[src/rtl/evtcap_pkg.sv]
package evtcap_pkg;
  typedef struct packed {
    logic capture;
    logic loadShadow;
    logic readPre;
  } capStrobes_t;
endpackage

[src/rtl/evtcap_sync.sv]
module evtcap_sync #(
  parameter int NUM_EVT     = 2,
  parameter int SYNC_STAGES = 2
) (
  input  logic               clk,
  input  logic               rstN,
  input  logic [NUM_EVT-1:0] evtIn,
  output logic [NUM_EVT-1:0] evtRise
);
  localparam int LAST = SYNC_STAGES - 1;

  for (genvar gi = 0; gi < NUM_EVT; gi++) begin : gLine
    logic [SYNC_STAGES-1:0] chain;
    logic                   prevLvl;

    always_ff @(posedge clk or negedge rstN) begin
      if (!rstN) begin
        chain   <= '0;
        prevLvl <= 1'b0;
      end else begin
        chain   <= {chain[LAST-1:0], evtIn[gi]};
        prevLvl <= chain[LAST];
      end
    end

    assign evtRise[gi] = chain[LAST] & ~prevLvl;

    // one detected edge is a single-cycle pulse
    assert_single_pulse_R5: assert property (@(posedge clk) disable iff (!rstN)
      evtRise[gi] |=> !evtRise[gi]);
  end
endmodule

[src/rtl/evtcap_ctrl.sv]
module evtcap_ctrl
  import evtcap_pkg::*;
#(
  parameter int NUM_EVT = 2,
  parameter int SEL_W   = 1
) (
  input  logic               clk,
  input  logic               rstN,
  input  logic [NUM_EVT-1:0] evtRise,
  input  logic [SEL_W-1:0]   evtSel,
  input  logic               rdFrcStb,
  input  logic               rdPreStb,
  output capStrobes_t        strobes
);
  always_comb begin
    strobes            = '0;
    strobes.capture    = evtRise[evtSel];
    strobes.loadShadow = rdFrcStb;
    strobes.readPre    = rdPreStb;
  end

  // an edge on the unselected line alone never captures
  assert_unselected_ignored_R3: assert property (@(posedge clk) disable iff (!rstN)
    (evtSel == SEL_W'(0) && !evtRise[0]) |-> !strobes.capture);
endmodule

[src/rtl/evtcap_datapath.sv]
module evtcap_datapath
  import evtcap_pkg::*;
#(
  parameter int CNT_W = 32
) (
  input  logic             clk,
  input  logic             rstN,
  input  capStrobes_t      strobes,
  input  logic [CNT_W-1:0] preCount,
  input  logic [CNT_W-1:0] frcCount,
  output logic [CNT_W-1:0] frcRdData,
  output logic [CNT_W-1:0] preRdData
);
  logic [CNT_W-1:0] capPre, capFrc, shadowPre;

  always_ff @(posedge clk or negedge rstN) begin
    if (!rstN) begin
      capPre <= '0;
      capFrc <= '0;
    end else if (strobes.capture) begin
      capPre <= preCount;
      capFrc <= frcCount;
    end
  end

  // the read sees the pair held before this edge, even when a capture lands on it
  always_ff @(posedge clk or negedge rstN) begin
    if (!rstN) begin
      shadowPre <= '0;
      frcRdData <= '0;
    end else if (strobes.loadShadow) begin
      shadowPre <= capPre;
      frcRdData <= capFrc;
    end
  end

  always_ff @(posedge clk or negedge rstN) begin
    if (!rstN)                preRdData <= '0;
    else if (strobes.readPre) preRdData <= shadowPre;
  end

  assert_capture_loads_R2: assert property (@(posedge clk) disable iff (!rstN)
    strobes.capture |=> (capPre == $past(preCount) && capFrc == $past(frcCount)));

  assert_no_capture_holds_R5: assert property (@(posedge clk) disable iff (!rstN)
    !strobes.capture |=> ($stable(capPre) && $stable(capFrc)));

  assert_shadow_load_R6: assert property (@(posedge clk) disable iff (!rstN)
    strobes.loadShadow |=> (shadowPre == $past(capPre) && frcRdData == $past(capFrc)));

  assert_pre_read_R7: assert property (@(posedge clk) disable iff (!rstN)
    strobes.readPre |=> preRdData == $past(shadowPre));

  assert_shadow_held_R8: assert property (@(posedge clk) disable iff (!rstN)
    !strobes.loadShadow |=> $stable(shadowPre));
endmodule

[src/rtl/evtcap_top.sv]
module evtcap_top
  import evtcap_pkg::*;
#(
  parameter int CNT_W       = 32,
  parameter int NUM_EVT     = 2,
  parameter int SYNC_STAGES = 2,
  localparam int SEL_W      = (NUM_EVT > 1) ? $clog2(NUM_EVT) : 1
) (
  input  logic               clk,
  input  logic               rstN,
  input  logic [NUM_EVT-1:0] evtIn,
  input  logic [SEL_W-1:0]   evtSel,
  input  logic [CNT_W-1:0]   preCount,
  input  logic [CNT_W-1:0]   frcCount,
  input  logic               rdFrcStb,
  input  logic               rdPreStb,
  output logic [CNT_W-1:0]   frcRdData,
  output logic [CNT_W-1:0]   preRdData
);
  logic [NUM_EVT-1:0] evtRise;
  capStrobes_t        strobes;

  evtcap_sync #(.NUM_EVT(NUM_EVT), .SYNC_STAGES(SYNC_STAGES)) uSync (
    .clk(clk), .rstN(rstN), .evtIn(evtIn), .evtRise(evtRise));

  evtcap_ctrl #(.NUM_EVT(NUM_EVT), .SEL_W(SEL_W)) uCtrl (
    .clk(clk), .rstN(rstN), .evtRise(evtRise), .evtSel(evtSel),
    .rdFrcStb(rdFrcStb), .rdPreStb(rdPreStb), .strobes(strobes));

  evtcap_datapath #(.CNT_W(CNT_W)) uData (
    .clk(clk), .rstN(rstN), .strobes(strobes),
    .preCount(preCount), .frcCount(frcCount),
    .frcRdData(frcRdData), .preRdData(preRdData));
endmodule

[config.mk]
export PLATFORM = sky130hd
export DESIGN_NAME = evtcap_top
export DESIGN_NICKNAME = d
export VERILOG_FILES = /design/src/rtl/evtcap_pkg.sv /design/src/rtl/evtcap_sync.sv /design/src/rtl/evtcap_ctrl.sv /design/src/rtl/evtcap_datapath.sv /design/src/rtl/evtcap_top.sv
export SDC_FILE = /design/constraint.sdc
export NUM_CORES = 1
export LEC_CHECK = 0
export BUFFER_PORTS_ARGS = -buffer_cell sky130_fd_sc_hd__buf_2
export CAP_MARGIN = 20
export CELL_PAD_IN_SITES_DETAIL_PLACEMENT = 0
export CELL_PAD_IN_SITES_GLOBAL_PLACEMENT = 1
export CORE_UTILIZATION = 48
export CTS_CLUSTER_SIZE = 28
export DETAILED_ROUTE_END_ITERATION = 10
export PLACE_DENSITY_LB_ADDON = 0.1
export REMOVE_ABC_BUFFERS = 1
export SLEW_MARGIN = 20
export SYNTH_ARGS = -nofsm -noshare
export SYNTH_HDL_FRONTEND = slang
export SYNTH_SLANG_ARGS = --single-unit
export TNS_END_PERCENT = 50
[constraint.sdc]
create_clock -name clk -period 2.8 [get_ports clk]
set_input_delay 0 -clock clk [delete_from_list [all_inputs] [get_ports clk]]
set_output_delay 0 -clock clk [all_outputs]
set_load 0.02 [all_outputs]
==> results of run 1 <==
## per-stage QoR
step | utilization, % | hold WS, ns | instance area, sq um | power [mW] | worst slack (ns)
after detailed placement | 56.90 | 0.1093 | 6948 | 4.493 | 0.7437
after CTS | 66.95 | 0.2031 | 8175 | 6.765 | 0.7279
after floorplan | - | -0.2956 | 5993 | 3.971 | 0.7200
final | 66.95 | 0.2172 | 8175 | 6.689 | 0.7892
after global routing | 66.95 | 0.2079 | 8175 | 7.034 | 0.6728
after global placement | 56.90 | 0.1130 | 6948 | 4.431 | 0.7779
## area by class of cell
class / count / area (sq um) / area share, %
well taps: 168 / 210.2 / 2.571
clock inverters: 3 / 40.04 / 0.4897
multi-input cells: 163 / 1839 / 22.50
flip-flops and latches: 166 / 4154 / 50.81
clock buffers: 28 / 516.7 / 6.321
repair buffers: 205 / 1415 / 17.31
## power breakdown
group          total (mW)  switching (mW)  leakage (nW)  internal [mW]
Combinational        1.34           0.657          1.48          0.678
Clock                2.19           0.850         0.274           1.34
Sequential           3.17           0.245          1.95           2.92
## worst paths after layout
check,start,endpoint,slack (ns),depth (start not counted)
max,uSync.gLine[0].prevLvl,uData.capPre[24],0.79,4
min,rstN,uData.frcRdData[21],0.22,2
max reg2reg,uSync.gLine[0].prevLvl,uData.capPre[24],0.79,4
min reg2reg,uSync.gLine[1].chain[0],uSync.gLine[1].chain[1],0.36,0
max in group asynchronous,rstN,uData.preRdData[11],1.79,3
min in group clk,rdFrcStb,uData.shadowPre[20],0.22,3
## worst max-delay path: cells and delay by family (launching register included)
family                 cells  cell delay [ns]
AO/OA/AOI/OAI              1             0.66
multiplexers               1             0.37
flip-flops                 1             0.36
buffers and inverters      1             0.34
AND/OR/NAND/NOR            1             0.14
## cell usage after synthesis
master,instances
dfrtp_1,166
mux2_2,158
buf_2,10
buf_6,6
mux2_1,2
clkbuf_1,1
nand2b_4,1
nand3b_1,1
o21ai_4,1
## cell families after synthesis
group,share of synthesized area (%)
AOI/OAI and AO/OA,0.2661
buffers and inverters,1.985
DFF,67.94
muxes,29.47
and+or+nand+nor,0.3479
## flip-flops by register name (all words and copies together), names as in the netlist
signal / cells
uData.capFrc: 32
uData.capPre: 32
uData.frcRdData: 32
uData.preRdData: 32
uData.shadowPre: 32
uSync.gLine.chain: 4
uSync.gLine.prevLvl: 2
## timing repair
| action | in CTS | in global routing |
|---|---|---|
| hold endpoints to repair | 156 | 0 |
| resized for setup | 0 | 0 |
| setup buffers | 0 | 0 |
| hold buffers | 67 | 0 |
## layer usage
layer / share of wire, % / up-vias
met1: 44 / 1768
li1: - / 1631
met5: 0 / -
met3: 5.7 / 16
met2: 48 / 92
met4: 1.6 / 0
==> flow_summary.ini, run 1 <==
[floorplanning]
rows = 40
die_height_um = 114.9
die_width_um = 114.9
coreArea_sq_um = 12210
initial_core_util_pct = 50.07
ioPinCount = 135
dieArea_sq_um = 13190

[placed_design]
placed_cells = 635
dp_hpwl_um = 6618
io_buffers = 134
gp_congestion = 0.6627

[synthesis]
yosysTopAreaCell = dfrtp_1
yosysSeqAreaShare_pct = 67.94
yosysWarnings = 0
ys_types = 9
syn_area_per_cell_sq_um = 17.67
syn_inst = 346
synthTopCellsByArea = dfrtp_1 (68%), mux2_2 (29%), buf_6 (1.1%)
ys_seq_elements = 166
syn_area_sq_um = 6115
synth_top_area_share_pct = 67.94

[outcome]
outcome = complete, no violations

[finish]
nets = 624
layout_commonest_cell = dfrtp_1
diodes = 0
drive_above_1_share_pct = 57.17
layout.cells.non_filler = 733
mostFrequentLayoutCells = dfrtp_1 (166), mux2_2 (158), buf_2 (133)
syn2layout_area_growth_pct = 33.70
final.fill_count = 935

[grt]
gr-usage-met1_pct = 23.11
busiest_layer = met2
grt_use_met3_pct = 6.589
grt_pass1_vias = 3887
grt_use_total_pct = 19.12
grtUsageMet2_pct = 31.29
overflow = 0
grt_pass1_wl_um = 18930
antenna_found_initial = 0
grt_start_max_net_pins = 93

[worst_setup_path]
start_kind = register
crit_slowest_cell = o21ai_4
cp-end-kind = register
crit_required_ns = 3.10
slowest_delay_ns = 0.66
crit_type = reg2reg
crit_fanout = 42
crit_arrival_ns = 2.31
crit_chain = nand2b_4 -> o21ai_4 -> buf_12 -> mux2_2

[timing]
setup_viol = 0
fin_skew_ns = 0.006902
period_needed_ns = 2.011
finalHoldViolations = 0
slew_headroom_pct = 43.14
fmax_mhz = 497.3
rsz0062_at_grt = false
setup_tns_ns = 0
max_slew.worst_pin.slew_ns = 0.8497
timing.final.crit_share_pct = 71.81
final_max_slew_viol_count = 0

[detailed_routing]
wirelength_um = 11150
wl_per_cell_um = 15.20
drt_iter0_markers = 81
postRouteAntennaNets = 0
drtPass1Iterations = 4
routed_via_density = 4.784
remaining_drc_errors = 0
vias = 3507

[cts]
cts_sinks = 166
path_clk_slew_ns = 0.06
cts_tree = done
cts_buffers = 17
clock_latency_ns = 0.42
htreeDepth = 4
cts_max_path_buffers = 2
root_buffer = clkbuf_16

[power_and_ir_drop]
power_density_nw_per_um2 = 818.2
power_leakage_nw = 3.700
vdd_drop_max_mv = 0.4669

[flow_run]
drv_cap = 0

[worst_hold_path]
min_path_type = in2async
(Power assumes the default switching activity.)
==> inputs of run 2 (changes only) <==
- CORE_UTILIZATION: 48 -> 40
- clock period: 2.8 -> 1.6 ns (I/O delays scaled with it)
==> run 2 against run 1 <==
  * The run now ends with DRC left
  * Total power increased by 86%
  * Wire length grew 5.2%
  * Global-route usage shrank 2.8 points
  * Highest routed layer unchanged
  * Non-clock buffer count increased by 3
  * Clock power is 110% higher
  * Via count increased by 1.7%
  * Setup slack lost 0.62 ns
==> flow_summary.ini, run 2 (same netlist as run 1, synthesis figures left out) <==
[outcome]
outcome = finished, violations left
violations = DRC

[power_and_ir_drop]
power_density_nw_per_um2 = 1487
p_clk_share_pct = 36.6
power_mw = 12.45
p_sw_share_pct = 25.66
p_comb_share_pct = 19.0
p_int_mw = 9.256
vdd_drop_max_mv = 0.8231
seqPwrFrac_pct = 44.5
p_switching_mw = 3.195
power_leakage_nw = 3.786

[cts]
root_buffer = clkbuf_16
cts_buffers = 17
cts_max_path_buffers = 2
clock_latency_ns = 0.43
cts_sinks = 166
path_clk_slew_ns = 0.06
htreeDepth = 4
cts_resized = 0
cts_tree = done

[worst_setup_path]
start_kind = register
crit_type = reg2reg
cp-end-kind = register
path_delay_family = flip-flops
crit_arrival_ns = 1.73
slowest_delay_ns = 0.37
crit_fanout = 33
crit_buf_inv = 1
crit_slowest_cell = dfrtp_1
crit_chain = nand3b_1 -> o21ai_4 -> buf_12 -> mux2_2
crit_required_ns = 1.91

[timing]
max_slew.worst_pin.slew_ns = 0.4417
period_needed_ns = 1.428
slew_headroom_pct = 70.56
timing.final.crit_share_pct = 89.24
final_max_slew_viol_count = 0
fin_skew_ns = 0.006816
rsz0062_at_grt = false
fmax_mhz = 700.4
finalHoldViolations = 0
setup_viol = 0

[detailed_routing]
routed_via_density = 4.734
wirelength_um = 11730
drt_iter0_markers = 109
wl_per_cell_um = 15.57
drtPass1Iterations = 7
vias = 3565
remaining_drc_errors = 8
postRouteAntennaNets = 0

[floorplanning]
coreArea_sq_um = 14700
ioPinCount = 135
die_width_um = 125.6
rows = 44
die_height_um = 125.6
dieArea_sq_um = 15790
initial_core_util_pct = 41.60

[finish]
layout.cells.non_filler = 753
final.fill_count = 1144
diodes = 0
final_util_pct = 56.97
layout_commonest_cell = dfrtp_1
drive_above_1_share_pct = 58.52
nets = 627
stdcell_area_sq_um = 8374
mostFrequentLayoutCells = dfrtp_1 (166), mux2_2 (158), buf_2 (133)
syn2layout_area_growth_pct = 36.96

[grt]
grt_pass1_vias = 3831
overflow = 0
grt_use_total_pct = 16.34
grt_pass1_wl_um = 19530
grt_start_max_net_pins = 65
antenna_found_initial = 0

[placed_design]
placed_cells = 654
dpl-instance-area_sq_um = 7028
dp_hpwl_um = 7080
gp_congestion = 0.6705
io_buffers = 134

[worst_hold_path]
min_path_type = in2async

[flow_run]
drv_cap = 0
[run 2: cell count changes in the layout (fill, tap and decap cells not counted)]
| cell | before | now |
|---|---|---|
| buf_12 | 3 | 6 |
| bufinv_16 | 1 | 5 |
| clkbuf_1 | 6 | 0 |
| clkbuf_8 | 5 | 4 |
| clkinv_4 | 0 | 4 |
[run 2: path summary, 6_finish.rpt]
check,start,to,slack (ns),cells past startpoint
max,uSync.gLine[1].prevLvl,uData.capPre[29],0.17,4
min,rstN,uData.frcRdData[18],0.06,2
max reg2reg,uSync.gLine[1].prevLvl,uData.capPre[29],0.17,4
min reg2reg,uSync.gLine[0].chain[0],uSync.gLine[0].chain[1],0.35,0
max in group asynchronous,rstN,uData.preRdData[19],0.89,3
min in group clk,rdPreStb,uData.preRdData[22],0.12,3
[run 2: final cells by class]
class                           count  area (sq um)  area share [%]
Multi-Input combinational cell    163          1839           21.96
Clock inverter                     11         195.2           2.331
Sequential cell                   166          4154           49.60
Tap cell                          184         230.2           2.749
Clock buffer                       21         480.5           5.737
Timing Repair Buffer              208          1475           17.62
[run 2: per-stage QoR]
stage | setup TNS [ns] | hold slack, ns | setup WS (ns)
6_report | 0 | 0.06019 | 0.1722
4_1_cts | 0 | 0.04905 | 0.1618
3_5_place_dp | 0 | -0.05616 | 0.1741
3_3_place_gp | 0 | -0.05955 | 0.1877
5_1_grt | 0 | 0.09473 | 0.1151
2_1_floorplan | -30.64 | -0.2956 | -0.4800
[run 2: power groups by stage]
stage	sequential [mW]	combinational, mW	clock, mW
finish	5.54	2.36	4.56
global route	5.67	2.55	4.87
CTS	5.55	2.40	4.70
detailed placement	5.62	2.27	0
global placement	5.57	2.22	0
floorplan	6.06	0.894	0
[run 2: timing repair]
action,in CTS,in global routing
hold buffers,67,0
setup buffers,0,0
endpoints found under the hold margin,232,0
[run 2: metal layers]
layer,vias up,GRT usage [%],wire length (um)
met3,18,6.712,891
met2,97,25.13,5474
met4,0,7.317,183
li1,1641,-,-
met1,1809,20.22,5178
met5,-,0,0
==> inputs of run 3 (changes only) <==
- SETUP_SLACK_MARGIN: unset -> 0.3
==> run 3 against run 2 <==
  * The run still ends with DRC left
  * Via count is the same
  * Clock power hardly changed
  * Total power about the same
==> flow_summary.ini, run 3 (same netlist as run 1, synthesis figures left out) <==
[finish]
layout.cells.non_filler = 753
diodes = 0
nets = 627
drive_above_1_share_pct = 58.52
layout_commonest_cell = dfrtp_1
stdcell_area_sq_um = 8374
syn2layout_area_growth_pct = 36.96
final.fill_count = 1144
final_util_pct = 56.97
mostFrequentLayoutCells = dfrtp_1 (166), mux2_2 (158), buf_2 (133)

[timing]
fin_ws_ns = 0.1724
max_slew.worst_pin.slew_ns = 0.4398
final_max_slew_viol_count = 0
fin_skew_ns = 0.006739
setup_viol = 0
rsz0062_at_grt = true
timing.final.crit_share_pct = 89.23
fmax_mhz = 700.5
finalHoldViolations = 0
period_needed_ns = 1.428
holdWs_ns = 0.05988
slew_headroom_pct = 70.68
setup_tns_ns = 0

[floorplanning]
initial_core_util_pct = 41.60
die_width_um = 125.6
coreArea_sq_um = 14700
dieArea_sq_um = 15790
ioPinCount = 135
die_height_um = 125.6
rows = 44

[worst_setup_path]
crit_slowest_cell = dfrtp_1
worstSetupPathDepth = 4
ff2ff_path_depth = 4
start_kind = register
cp-endpoint = uData.capPre[29]
path_delay_family = flip-flops
r2r-start = uSync.gLine[1].prevLvl
reg2reg_to = uData.capPre[29]
crit_required_ns = 1.91
crit_chain = nand3b_1 -> o21ai_4 -> buf_12 -> mux2_2
crit_start = uSync.gLine[1].prevLvl
slowest_delay_ns = 0.37
cp-end-kind = register
crit_arrival_ns = 1.73
crit_type = reg2reg
regToRegSetupSlack_ns = 0.17
crit_buf_inv = 1
crit_fanout = 33

[detailed_routing]
vias = 3565
drt_iter0_markers = 119
wl_per_cell_um = 15.57
postRouteAntennaNets = 0
routed_via_density = 4.734
remaining_drc_errors = 8
wirelength_um = 11730
drtPass1Iterations = 7

[cts]
cts_tree = done
cts_sinks = 166
root_buffer = clkbuf_16
cts_buffers = 17
cts_resized = 0
clock_latency_ns = 0.43
post-cts-setup-buffers = 0
htreeDepth = 4
path_clk_slew_ns = 0.06
cts_max_path_buffers = 2

[power_and_ir_drop]
power_mw = 12.45
power_leakage_nw = 3.786
seqPwrFrac_pct = 44.5
p_sw_share_pct = 25.68
power_density_nw_per_um2 = 1487
p_switching_mw = 3.198
vdd_drop_max_mv = 0.8231
p_comb_share_pct = 18.9
p_clk_share_pct = 36.6
p_int_mw = 9.256

[grt]
antenna_found_initial = 0
grt_pass1_wl_um = 19530
grt_start_max_net_pins = 65
grt_use_total_pct = 16.33
grt_pass1_vias = 3841
overflow = 0

[outcome]
violations = DRC
outcome = finished, violations left

[placed_design]
dpl-instance-area_sq_um = 7028
gp_congestion = 0.6705
io_buffers = 134
pre_cts_slack_ns = 0.1741
dp_hpwl_um = 7080
placed_cells = 654

[worst_hold_path]
min_path_type = in2async

[flow_run]
drv_cap = 0
[run 3: cell counts in the layout (fill, tap and decap cells not counted)]
Identical to the previous run, type by type.
[run 3: cell type report]
cell class / instances / area [sq um] / area share, %
Tap cell: 184 / 230.2 / 2.749
Clock buffer: 21 / 480.5 / 5.737
Timing Repair Buffer: 208 / 1475 / 17.62
Multi-Input combinational cell: 163 / 1839 / 21.96
Sequential cell: 166 / 4154 / 49.60
Clock inverter: 11 / 195.2 / 2.331
[run 3: what timing repair did]
action,CTS,global route
hold buffers,67,0
endpoints found under the setup margin,64,64
endpoints found under the hold margin,232,0
[run 3: worst min path at each step]
| stage | end | slack (ns) | from | cells after the start |
|---|---|---|---|---|
| after floorplan | uData.capFrc[0] | -0.30 | rstN | 0 |
| after global placement | uData.frcRdData[18] | -0.06 | rstN | 1 |
| after detailed placement | uData.frcRdData[18] | -0.06 | rstN | 1 |
| after CTS | uData.frcRdData[18] | 0.05 | rstN | 2 |
| after global routing | uData.capFrc[12] | 0.09 | rstN | 2 |
| final | uData.frcRdData[18] | 0.06 | rstN | 2 |
[run 3: metal layers]
| metal | global-route usage (%) | vias up | part of all wire (%) |
|---|---|---|---|
| met5 | 0 | - | 0 |
| met4 | 7.317 | 0 | 1.6 |
| met3 | 6.712 | 17 | 7.7 |
| met2 | 24.90 | 96 | 46 |
| met1 | 20.39 | 1808 | 45 |
| li1 | - | 1644 | - |
[run 3: power by group through the flow]
stage          clock (mW)  sequential, mW  combinational (mW)
6_report             4.56            5.54                2.36
5_1_grt              4.87            5.67                2.55
4_1_cts              4.70            5.55                2.40
3_5_place_dp            0            5.62                2.27
3_3_place_gp            0            5.57                2.22
2_1_floorplan           0            6.06               0.894
